### config.mk
export PLATFORM = sky130hd
export DESIGN_NAME = xfer_count_id
export DESIGN_NICKNAME = d
export VERILOG_FILES = /design/src/rtl/xfer_cnt_pkg.sv /design/src/rtl/xcnt_shadow.sv /design/src/rtl/xcnt_live.sv /design/src/rtl/xcnt_len.sv /design/src/rtl/xfer_count_id.sv
export SDC_FILE = /design/constraint.sdc
export NUM_CORES = 1
export LEC_CHECK = 0
export ABC_AREA = 1
export BUFFER_PORTS_ARGS = -buffer_cell sky130_fd_sc_hd__buf_2
export CAP_MARGIN = 20
export CORE_ASPECT_RATIO = 0.5
export CORE_MARGIN = 5
export CORE_UTILIZATION = 40
export DETAILED_ROUTE_END_ITERATION = 12
export MAX_ROUTING_LAYER = met4
export SLEW_MARGIN = 30
export SYNTH_ARGS = -nofsm -noshare
export SYNTH_HDL_FRONTEND = slang
export SYNTH_SLANG_ARGS = --single-unit
### constraint.sdc
create_clock -name clk -period 10.3 [get_ports clk]
set_input_delay 2.06 -clock clk [delete_from_list [all_inputs] [get_ports clk]]
set_output_delay 2.06 -clock clk [all_outputs]
set_load 0.02 [all_outputs]
### src/rtl/xfer_cnt_pkg.sv
package xfer_cnt_pkg;

  localparam logic [6:0] OP_NOP      = 7'h00;
  localparam logic [6:0] OP_SOFT_RST = 7'h02;
  localparam logic [6:0] OP_XFER     = 7'h10;

  typedef struct packed {
    logic       dma;
    logic [6:0] op;
  } cmd_t;

endpackage

### src/rtl/xcnt_shadow.sv
module xcnt_shadow #(
  parameter int unsigned NBYTES = 3,
  localparam int unsigned CNT_W = 8 * NBYTES,
  localparam int unsigned IDX_W = (NBYTES > 1) ? $clog2(NBYTES) : 1
) (
  input  logic             clk,
  input  logic             rst,
  input  logic             srst_i,
  input  logic             wr_i,
  input  logic [IDX_W-1:0] wr_idx_i,
  input  logic [7:0]       wr_byte_i,
  output logic [CNT_W-1:0] shadow_o,
  output logic             hi_written_o
);

  localparam logic [IDX_W-1:0] HI_IDX = IDX_W'(NBYTES - 1);

  for (genvar g = 0; g < NBYTES; g++) begin : g_byte
    logic [7:0] byte_q;
    always_ff @(posedge clk) begin
      if (rst || srst_i) begin
        byte_q <= '0;
      end else if (wr_i && (wr_idx_i == IDX_W'(g))) begin
        byte_q <= wr_byte_i;
      end
    end
    assign shadow_o[8*g +: 8] = byte_q;
  end

  always_ff @(posedge clk) begin
    if (rst || srst_i) begin
      hi_written_o <= 1'b0;
    end else if (wr_i && (wr_idx_i == HI_IDX)) begin
      hi_written_o <= 1'b1;
    end
  end

endmodule

### src/rtl/xcnt_live.sv
module xcnt_live #(
  parameter int unsigned CNT_W = 24,
  parameter int unsigned DEC_W = 16
) (
  input  logic             clk,
  input  logic             rst,
  input  logic             srst_i,
  input  logic             load_i,
  input  logic [CNT_W-1:0] load_val_i,
  input  logic             done_i,
  input  logic             dec_valid_i,
  input  logic [DEC_W-1:0] dec_amt_i,
  input  logic             tc_clr_i,
  output logic [CNT_W-1:0] count_o,
  output logic             tc_o
);

  logic [CNT_W-1:0] amt_ext;
  logic             dec_floor;
  logic             tc_set;

  assign amt_ext   = CNT_W'(dec_amt_i);
  assign dec_floor = (amt_ext >= count_o);
  assign tc_set    = !load_i && (done_i || (dec_valid_i && dec_floor));

  always_ff @(posedge clk) begin
    if (rst || srst_i) begin
      count_o <= '0;
    end else if (load_i) begin
      count_o <= load_val_i;
    end else if (done_i) begin
      count_o <= '0;
    end else if (dec_valid_i) begin
      count_o <= dec_floor ? '0 : (count_o - amt_ext);
    end
  end

  always_ff @(posedge clk) begin
    if (rst || srst_i) begin
      tc_o <= 1'b0;
    end else if (tc_set) begin
      tc_o <= 1'b1;
    end else if (tc_clr_i) begin
      tc_o <= 1'b0;
    end
  end

endmodule

### src/rtl/xcnt_len.sv
module xcnt_len #(
  parameter int unsigned CNT_W      = 24,
  parameter int unsigned ZERO_SHIFT = 16
) (
  input  logic [CNT_W-1:0] base_i,
  input  logic [CNT_W-1:0] phase_i,
  output logic [CNT_W-1:0] len_o
);

  localparam logic [CNT_W-1:0] ZERO_LEN = CNT_W'(1) << ZERO_SHIFT;

  logic [CNT_W-1:0] raw_len;

  always_comb begin
    raw_len = (base_i == '0) ? ZERO_LEN : base_i;
    len_o   = (raw_len < phase_i) ? raw_len : phase_i;
  end

endmodule

### src/rtl/xfer_count_id.sv
module xfer_count_id
  import xfer_cnt_pkg::*;
#(
  parameter int unsigned NBYTES     = 3,
  parameter int unsigned DEC_W      = 16,
  parameter int unsigned ZERO_SHIFT = 16,
  parameter logic [7:0]  CHIP_ID    = 8'hA2,
  localparam int unsigned CNT_W     = 8 * NBYTES,
  localparam int unsigned ADDR_W    = $clog2(NBYTES + 1)
) (
  input  logic              clk,
  input  logic              rst,
  input  logic              reg_wr_i,
  input  logic              reg_rd_i,
  input  logic [ADDR_W-1:0] reg_addr_i,
  input  logic [7:0]        reg_wdata_i,
  output logic [7:0]        rd_data_o,
  input  logic [CNT_W-1:0]  phase_rem_i,
  input  logic              dec_valid_i,
  input  logic [DEC_W-1:0]  dec_amt_i,
  input  logic              dma_done_i,
  output logic              dma_mode_o,
  output logic              tc_o,
  output logic              xfer_valid_o,
  output logic [CNT_W-1:0]  xfer_len_o
);

  localparam int unsigned       IDX_W    = (NBYTES > 1) ? $clog2(NBYTES) : 1;
  localparam logic [ADDR_W-1:0] CMD_ADDR = ADDR_W'(NBYTES);
  localparam logic [IDX_W-1:0]  HI_IDX   = IDX_W'(NBYTES - 1);

  cmd_t             cmd;
  logic             cnt_wr;
  logic             cmd_wr;
  logic             soft_rst;
  logic             load;
  logic             xfer_go;
  logic [IDX_W-1:0] idx;
  logic [CNT_W-1:0] shadow;
  logic [CNT_W-1:0] live_cnt;
  logic             hi_written;
  logic [CNT_W-1:0] len_base;
  logic [CNT_W-1:0] len_calc;
  logic [7:0]       rd_next;

  assign cmd      = cmd_t'(reg_wdata_i);
  assign idx      = IDX_W'(reg_addr_i);
  assign cnt_wr   = reg_wr_i && (reg_addr_i < CMD_ADDR);
  assign cmd_wr   = reg_wr_i && (reg_addr_i == CMD_ADDR);
  assign soft_rst = cmd_wr && (cmd.op == OP_SOFT_RST);
  assign load     = cmd_wr && cmd.dma && !soft_rst;
  assign xfer_go  = cmd_wr && (cmd.op == OP_XFER);
  assign len_base = load ? shadow : live_cnt;

  xcnt_shadow #(.NBYTES(NBYTES)) u_shadow (
    .clk          (clk),
    .rst          (rst),
    .srst_i       (soft_rst),
    .wr_i         (cnt_wr),
    .wr_idx_i     (idx),
    .wr_byte_i    (reg_wdata_i),
    .shadow_o     (shadow),
    .hi_written_o (hi_written)
  );

  xcnt_live #(.CNT_W(CNT_W), .DEC_W(DEC_W)) u_live (
    .clk         (clk),
    .rst         (rst),
    .srst_i      (soft_rst),
    .load_i      (load),
    .load_val_i  (shadow),
    .done_i      (dma_done_i),
    .dec_valid_i (dec_valid_i),
    .dec_amt_i   (dec_amt_i),
    .tc_clr_i    (cnt_wr),
    .count_o     (live_cnt),
    .tc_o        (tc_o)
  );

  xcnt_len #(.CNT_W(CNT_W), .ZERO_SHIFT(ZERO_SHIFT)) u_len (
    .base_i  (len_base),
    .phase_i (phase_rem_i),
    .len_o   (len_calc)
  );

  always_comb begin
    if (reg_addr_i == CMD_ADDR) begin
      rd_next = {tc_o, dma_mode_o, 6'b0};
    end else if ((idx == HI_IDX) && !hi_written) begin
      rd_next = CHIP_ID;
    end else begin
      rd_next = live_cnt[8*int'(idx) +: 8];
    end
  end

  always_ff @(posedge clk) begin
    if (rst) begin
      dma_mode_o   <= 1'b0;
      xfer_valid_o <= 1'b0;
      xfer_len_o   <= '0;
      rd_data_o    <= '0;
    end else begin
      xfer_valid_o <= 1'b0;
      if (rd_data_o != rd_next && reg_rd_i) begin
        rd_data_o <= rd_next;
      end
      if (soft_rst) begin
        dma_mode_o <= 1'b0;
      end else if (cmd_wr) begin
        dma_mode_o <= cmd.dma;
        if (xfer_go) begin
          xfer_valid_o <= 1'b1;
          xfer_len_o   <= len_calc;
        end
      end
    end
  end

endmodule

Yosys cells after proc, flatten, opt, wreduce, memory -nomap -nowiden --
Index checks and enable logic that the tools add are counted.
Word-level totals: register bits 84, output and inout port bits 35
Cells by class: add/subtract/negate cells 1, order comparisons 3, equality and inequality tests 6, shifts and indexed selects 1, muxes and demuxes 12, bitwise gates (word level) 2, reductions and logical operators 25
Operator list (count):
- two-way mux 24 bit | 7
- >= comparator 16 x 24 -> 1 bit | 1
- zero test 24 bit | 1
- less-than comparator 24 bit | 1
- indexed part select 24 x 6 -> 8 bit | 1
- subtractor 24 x 16 -> 24 bit | 1
- two-way mux 8 bit | 2
- logical AND 1 bit | 13
- != test 8 bit | 1
- == test 7 x 2 -> 1 bit, second input constant | 1
- == test 7 x 5 -> 1 bit, second input constant | 1
- == test 2 bit, second input constant | 2
- zero test 1 bit | 3
- two-way mux 1 bit | 3
- AND reduction 3 bit | 1
- nonzero test 3 bit | 1
- OR reduction 3 bit | 1
- == test 2 x 1 -> 1 bit, second input constant | 1
- zero test 2 bit | 1
- logical OR 1 bit | 2
- less-than comparator 2 bit, second input constant | 1
- NOT 1 bit | 2
- nonzero test 2 bit | 1
- OR reduction 2 bit | 1

Longest topological paths before layout --
word-level depth 10, depth in mapped cells 25, depth with buffers taken out 23

By module --
From an unflattened synthesis, not the netlist that was laid out.
Unflattened totals: cells, all modules 1179, area total of the unflattened synthesis 6917.9 µm²
Modules (own cells, without submodules):
- xcnt_live | instances 1, cells an instance 446, area an instance 2620.0 µm², sequential area each 500.5 µm²
- xfer_count_id | instances 1, cells an instance 344, area an instance 1971.9 µm², sequential area each 680.7 µm²
- xcnt_len | instances 1, cells an instance 229, area an instance 1217.4 µm², sequential area each 0.0 µm²
- xcnt_shadow | instances 1, cells an instance 160, area an instance 1108.6 µm², sequential area each 500.5 µm²

Worst setup path before layout --
No wires, ideal clock.
path type in2reg, start point in reg_addr_i[1], end point reg xfer_len_o[0], arrival time 4674 ps, data required time 10168 ps, path slack 5493 ps, stages 21, path buffers 3, cells stage by stage buf_6 -> nand3_2 -> nor2_2 -> nand2_2 -> buf_6 -> o21ai_0 -> nor2_1 -> nand3_1 -> nor2_1 -> a21oi_1 -> inv_1 -> ha_1 -> a21oi_1 -> o21ai_0 -> nand2_1 -> nand3_1 -> a31oi_1 -> clkbuf_1 -> nand3_1 -> nand3_1 -> a21oi_1
On the way: word-level cells in the longest chain between the ends 10, elaborated cells on any way between the ends 14
RTL lines:
- start: declaration | line xfer_count_id.sv:15 | input logic [ADDR_W-1:0] reg_addr_i,
- == test 2 bit * | line xfer_count_id.sv:49 | assign cmd_wr = reg_wr_i && (reg_addr_i == CMD_ADDR);
- logical AND 1 bit * | line xfer_count_id.sv:49
- logical AND 1 bit | line xfer_count_id.sv:50 | assign soft_rst = cmd_wr && (cmd.op == OP_SOFT_RST);
- zero test 1 bit | line xfer_count_id.sv:51 | assign load = cmd_wr && cmd.dma && !soft_rst;
- logical AND 1 bit | line xfer_count_id.sv:51
- two-way mux 24 bit | line xfer_count_id.sv:53 | assign len_base = load ? shadow : live_cnt;
- zero test 24 bit | line xcnt_len.sv:15 | raw_len = (base_i == '0) ? ZERO_LEN : base_i;
- two-way mux 24 bit | line xcnt_len.sv:15
- less-than comparator 24 bit | line xcnt_len.sv:16 | len_o = (raw_len < phase_i) ? raw_len : phase_i;
- two-way mux 24 bit | line xcnt_len.sv:16
- end signal: assignment | line xfer_count_id.sv:113 | xfer_len_o <= len_calc;
- end: declaration | line xfer_count_id.sv:25 | output logic [CNT_W-1:0] xfer_len_o
Mark *: on every way between the ends. The rest lies on a longest branch, timed or not. A chain may end at the register's enable or synchronous reset.

Worst setup path in the final report --
start point in reg_wr_i, end point reg xfer_len_o[23]
On the way: word-level cells in the longest chain between the ends 9, elaborated cells on any way between the ends 13
RTL lines:
- start: declaration | line xfer_count_id.sv:13 | input logic reg_wr_i,
- logical AND 1 bit * | line xfer_count_id.sv:49
- logical AND 1 bit | line xfer_count_id.sv:50
- zero test 1 bit | line xfer_count_id.sv:51
- logical AND 1 bit | line xfer_count_id.sv:51
- two-way mux 24 bit | line xfer_count_id.sv:53
- zero test 24 bit | line xcnt_len.sv:15
- two-way mux 24 bit | line xcnt_len.sv:15
- less-than comparator 24 bit | line xcnt_len.sv:16
- two-way mux 24 bit | line xcnt_len.sv:16
Marks and branches as above.

==> flow_summary.html <==
<table>
<tr><th>Metric</th><th>Value</th></tr>
<tr><th colspan="2">Yosys</th></tr>
<tr><td>Flop and latch count out of synthesis</td><td>between 80 and 90</td></tr>
<tr><td>Top post-synthesis cells by count</td><td>sky130_fd_sc_hd__nand2_1, sky130_fd_sc_hd__inv_1, sky130_fd_sc_hd__nand3_1</td></tr>
<tr><td>Main area contributors after synthesis</td><td>sky130_fd_sc_hd__dfxtp_1, sky130_fd_sc_hd__nand2_1, sky130_fd_sc_hd__nand3_1, sky130_fd_sc_hd__ha_1, sky130_fd_sc_hd__a21oi_1</td></tr>
<tr><td>Most common cell in the netlist</td><td>sky130_fd_sc_hd__nand2_1</td></tr>
<tr><td>Average size of a mapped cell</td><td>between 6 and 7 µm²</td></tr>
<tr><td>Part of the Yosys area used for sequential elements</td><td>between 20% and 30%</td></tr>
<tr><td>Post-synth top area share</td><td>between 20 and 30%</td></tr>
<tr><td>Synthesized Nets</td><td>1026</td></tr>
<tr><td>Mapped cell area</td><td>between 5000 and 6000 µm²</td></tr>
<tr><td>Prevailing post-synth register cell</td><td>sky130_fd_sc_hd__dfxtp_1</td></tr>
<tr><td>Number of flops mapped to enable cells by yosys</td><td>0</td></tr>
<tr><td>Number of synthesis warnings</td><td>0</td></tr>
<tr><td>Synth area leader</td><td>sky130_fd_sc_hd__dfxtp_1</td></tr>
<tr><td>Number of instances in the synthesized netlist</td><td>930</td></tr>
<tr><td>Distinct cell type count after synthesis</td><td>40</td></tr>
<tr><td>Async S/R FF share, synth</td><td>0%</td></tr>
<tr><th colspan="2">Worst setup path</th></tr>
<tr><td>Worst path arrival time</td><td>6.61 ns</td></tr>
<tr><td>Nature of the critical path startpoint</td><td>primary input</td></tr>
<tr><td>Maximum fanout encountered on the critical timing path</td><td>39</td></tr>
<tr><td>Required arrival time at the worst endpoint</td><td>10.51 ns</td></tr>
<tr><td>Critical path endpoint category</td><td>register</td></tr>
<tr><td>Worst path cell trace</td><td>buf_2 &gt; nand3_2 &gt; nor2_2 &gt; nand2_2 &gt; inv_2 &gt; nand2_1 &gt; nand2_1 &gt; nor2_1 &gt; nand3_1 &gt; nor2_1 &gt; a21oi_1 &gt; inv_1 &gt; ha_1 &gt; nand2_1 &gt; nor2_1 &gt; nand2_1 &gt; nor4_1 &gt; nand2_4 &gt; nand2_4 &gt; nand2_1 &gt; nand3_1 &gt; a21oi_1</td></tr>
<tr><td>Worst Setup Path Type</td><td>primary input to register</td></tr>
<tr><td>Maximum single-stage delay on the critical path</td><td>0.52 ns</td></tr>
<tr><td>Master of the slowest instance on the critical path</td><td>sky130_fd_sc_hd__nand2_2</td></tr>
<tr><td>Most Frequent Cell on Critical Path</td><td>sky130_fd_sc_hd__nand2_1</td></tr>
<tr><th colspan="2">Floorplanning</th></tr>
<tr><td>Overall die height</td><td>~96 µm</td></tr>
<tr><td>Boundary Pins</td><td>91</td></tr>
<tr><td>Initial Utilization</td><td>about 40%</td></tr>
<tr><td>Number of cell rows</td><td>31</td></tr>
<tr><td>Core region area</td><td>14470 µm²</td></tr>
<tr><td>Total Die Area</td><td>about 17000 µm²</td></tr>
<tr><td>Die X-Extent</td><td>182.0 µm</td></tr>
<tr><th colspan="2">STA</th></tr>
<tr><td>Setup repair after global routing missed its margin</td><td>no</td></tr>
<tr><td>Worst Tran Pin Value</td><td>0.7422 ns</td></tr>
<tr><td>Setup slack of the critical path after layout</td><td>3.901 ns</td></tr>
<tr><td>Setup skew after layout</td><td>between 0.01 and 0.015 ns</td></tr>
<tr><td>Rel. slew slack</td><td>50.47%</td></tr>
<tr><td>Period Utilization, post-route</td><td>62.13%</td></tr>
<tr><td>Final number of hold-violating endpoints</td><td>0</td></tr>
<tr><td>Achievable frequency</td><td>156.3 MHz</td></tr>
<tr><td>Total count of max-transition violations in the final report</td><td>0</td></tr>
<tr><td>Final setup TNS</td><td>0 ns</td></tr>
<tr><td>Post-layout minimum cycle time</td><td>6.399 ns</td></tr>
<tr><td>Setup violation total in the final timing report</td><td>0</td></tr>
<tr><th colspan="2">Global routing</th></tr>
<tr><td>Antenna violations before repair</td><td>0</td></tr>
<tr><td>Maximum number of pins on one net before global-route repair</td><td>40</td></tr>
<tr><td>Global-route congestion overflow total</td><td>0</td></tr>
<tr><td>Via count of the first global-routing pass</td><td>5671</td></tr>
<tr><td>Overall Global Routing Usage</td><td>between 20 and 25%</td></tr>
<tr><td>Global-route wire length before repair</td><td>between 20000 and 30000 µm</td></tr>
<tr><th colspan="2">Routing</th></tr>
<tr><td>Via Count</td><td>6234</td></tr>
<tr><td>Final wirelength</td><td>18980 µm</td></tr>
<tr><td>Drt pass-1 iters</td><td>7</td></tr>
<tr><td>Routed via count divided by cell count</td><td>5.195</td></tr>
<tr><td>Routed Antenna Nets</td><td>0</td></tr>
<tr><td>Average routed wire per standard cell</td><td>15.82 µm</td></tr>
<tr><td>Remaining routing DRC violations</td><td>0</td></tr>
<tr><td>1st-iter DRT viols</td><td>614</td></tr>
<tr><th colspan="2">Power</th></tr>
<tr><td>Cell-internal power</td><td>697.5 µW</td></tr>
<tr><td>Portion of total power attributed to combinational logic</td><td>~28%</td></tr>
<tr><td>Share of total power consumed by net switching</td><td>between 30% and 40%</td></tr>
<tr><td>Pwr per Cell Area</td><td>155.1 nW/µm²</td></tr>
<tr><td>Leakage component of the power</td><td>0.003333 µW</td></tr>
<tr><td>Switching power of the nets</td><td>357.5 µW</td></tr>
<tr><td>Worst supply voltage drop on vdd</td><td>79.37 µV</td></tr>
<tr><td>Power after layout</td><td>1055 µW</td></tr>
<tr><td>Clock power share</td><td>a little under two fifths</td></tr>
<tr><td>Seq pwr share</td><td>34.7%</td></tr>
<tr><th colspan="2">CTS</th></tr>
<tr><td>Number of clock sinks seen by CTS</td><td>84</td></tr>
<tr><td>Clk Tree Root Cell</td><td>sky130_fd_sc_hd__clkbuf_16</td></tr>
<tr><td>TritonCTS Buffers</td><td>9</td></tr>
<tr><td>Post-CTS clock slew at the launch and capture registers of the worst setup and hold paths</td><td>0.07 ns</td></tr>
<tr><td>CTS tree</td><td>built</td></tr>
<tr><td>Maximum clock insertion buffer count</td><td>2</td></tr>
<tr><td>Post-CTS setup-driven buffer insertion count</td><td>0</td></tr>
<tr><td>Clock network latency to the later pin of the worst-skew pair</td><td>0.35 ns</td></tr>
<tr><td>H-Tree Level Count</td><td>3</td></tr>
<tr><td>Count of instances resized after the clock tree is built</td><td>0</td></tr>
<tr><td>Count of hold-fix buffers inserted at cts</td><td>0</td></tr>
<tr><th colspan="2">Layout</th></tr>
<tr><td>Fin util</td><td>a little under half</td></tr>
<tr><td>Total of fill cells in the finished design</td><td>1559</td></tr>
<tr><td>Layout cells sized above 1</td><td>13.37%</td></tr>
<tr><td>Total area of multi-input combinational cells</td><td>between 3000 and 4000 µm²</td></tr>
<tr><td>Total Nets Final</td><td>1093</td></tr>
<tr><td>Sequential standard cell area</td><td>1682 µm²</td></tr>
<tr><td>Layout overhead on the synthesized area</td><td>15.04%</td></tr>
<tr><td>Finished Layout Cells</td><td>between 1000 and 1500</td></tr>
<tr><td>Antenna cells</td><td>0</td></tr>
<tr><th colspan="2">Placed design</th></tr>
<tr><td>Final GP Congestion</td><td>0.9461</td></tr>
<tr><td>Total placed cells including tap cells</td><td>1184</td></tr>
<tr><td>Port bufs</td><td>90</td></tr>
<tr><td>HPWL reported at the end of detailed placement</td><td>around 15000 µm</td></tr>
<tr><td>Worst setup slack after placement</td><td>3.561 ns</td></tr>
<tr><th colspan="2">Min path</th></tr>
<tr><td>Path type of the worst min-delay path</td><td>register to register</td></tr>
<tr><th colspan="2">Outcome</th></tr>
<tr><td>Run status</td><td>finished clean</td></tr>
<tr><th colspan="2">Job</th></tr>
<tr><td>Max-cap violation count</td><td>0</td></tr>
</table>
[registers in the layout, summed over array words and instances (netlist names)]
name / flops
u_live.count_o: 24
u_shadow.g_byte.byte_q: 24
xfer_len_o: 24
rd_data_o: 8
dma_mode_o: 1
u_live.tc_o: 1
u_shadow.hi_written_o: 1
xfer_valid_o: 1
[cell type report]
| cell class | instances | area share, % |
|---|---|---|
| Clock buffer | 11 | 3.715 |
| Timing Repair Buffer | 94 | 7.061 |
| Sequential cell | 84 | 24.71 |
| Inverter | 125 | 6.896 |
| Multi-Input combinational cell | 683 | 52.41 |
| Clock inverter | 5 | 1.563 |
| Tap cell | 198 | 3.641 |
[worst max-delay path: cells and delay by family]
kind,cells,cell delay [ns]
AND/OR/NAND/NOR,16,3.16
buffers and inverters,3,0.81
AO/OA/AOI/OAI,2,0.28
adder cells (fa/ha/maj),1,0.27
[power groups by stage]
stage          registers [µW]  logic [µW]  clock network, µW
6_report                  366         296                393
5_1_grt                   368         335                414
4_1_cts                   365         293                398
3_5_place_dp              373         291                  0
3_3_place_gp              373         288                  0
2_1_floorplan             367         214                  0
[logic make-up (layout without fill, tap and decap cells)]
family	after synthesis	in the layout	synth area share [%]
AOI/OAI and AO/OA	179	179	16.40
xor gates and xnor gates	21	21	3.110
and+or+nand+nor	443	443	32.03
buffers and inverters	163	235	11.44
DFF	84	84	28.43
adders and majority gates	40	40	8.589
[cells in the final DEF (no fill, tap or decap), types with 2 or more instances in the layout]
cell,synthesis,routed
sky130_fd_sc_hd__nand4_1,2,2
sky130_fd_sc_hd__nor2_2,2,2
sky130_fd_sc_hd__a31oi_1,19,18
sky130_fd_sc_hd__o211ai_1,4,4
sky130_fd_sc_hd__a21oi_1,89,89
sky130_fd_sc_hd__nor4_1,4,4
sky130_fd_sc_hd__nand2_1,247,247
sky130_fd_sc_hd__ha_1,39,39
sky130_fd_sc_hd__nand2_4,2,2
sky130_fd_sc_hd__o21bai_1,4,4
sky130_fd_sc_hd__xnor2_1,5,5
sky130_fd_sc_hd__buf_2,10,90
sky130_fd_sc_hd__dfxtp_1,84,84
sky130_fd_sc_hd__o221ai_1,2,2
sky130_fd_sc_hd__nand2_2,4,4
sky130_fd_sc_hd__clkbuf_8,0,2
sky130_fd_sc_hd__or2_2,3,3
sky130_fd_sc_hd__inv_1,118,118
sky130_fd_sc_hd__nor3_1,7,7
sky130_fd_sc_hd__nor2_1,53,53
sky130_fd_sc_hd__bufinv_16,0,3
sky130_fd_sc_hd__clkbuf_16,0,9
sky130_fd_sc_hd__inv_2,7,7
sky130_fd_sc_hd__buf_4,0,4
sky130_fd_sc_hd__a211oi_1,2,2
sky130_fd_sc_hd__a21o_1,2,2
sky130_fd_sc_hd__o21ai_1,3,3
sky130_fd_sc_hd__o21ai_0,49,48
sky130_fd_sc_hd__nand3_1,114,114
sky130_fd_sc_hd__xor2_1,16,16
[routing by layer]
layer,vias up,track usage (%),share of wire [%]
met3,15,6.078,8.4
met2,196,31.57,40
met1,2840,31.74,50
met5,-,-,0
met4,0,4.682,0.94
li1,3183,-,-
[per-stage QoR]
stage,hold slack [ns],instance area (µm²)
after detailed placement,0.4517,6445
final,0.4603,6804
after global routing,0.4783,6804
after floorplan,0.4410,5914
after CTS,0.4622,6804
after global placement,0.4504,6445
[path summary, 6_finish.rpt]
kind / startpoint / to / slack, ns / depth (start not counted)
max: reg_wr_i / xfer_len_o[23] / 3.90 / 22
min: xfer_len_o[4] / xfer_len_o[4] / 0.46 / 2
max reg2reg: u_shadow.g_byte[1].byte_q[3] / xfer_len_o[23] / 7.03 / 17
min reg2reg: xfer_len_o[4] / xfer_len_o[4] / 0.46 / 2
No activity file was read; power rests on OpenSTA's default activity.
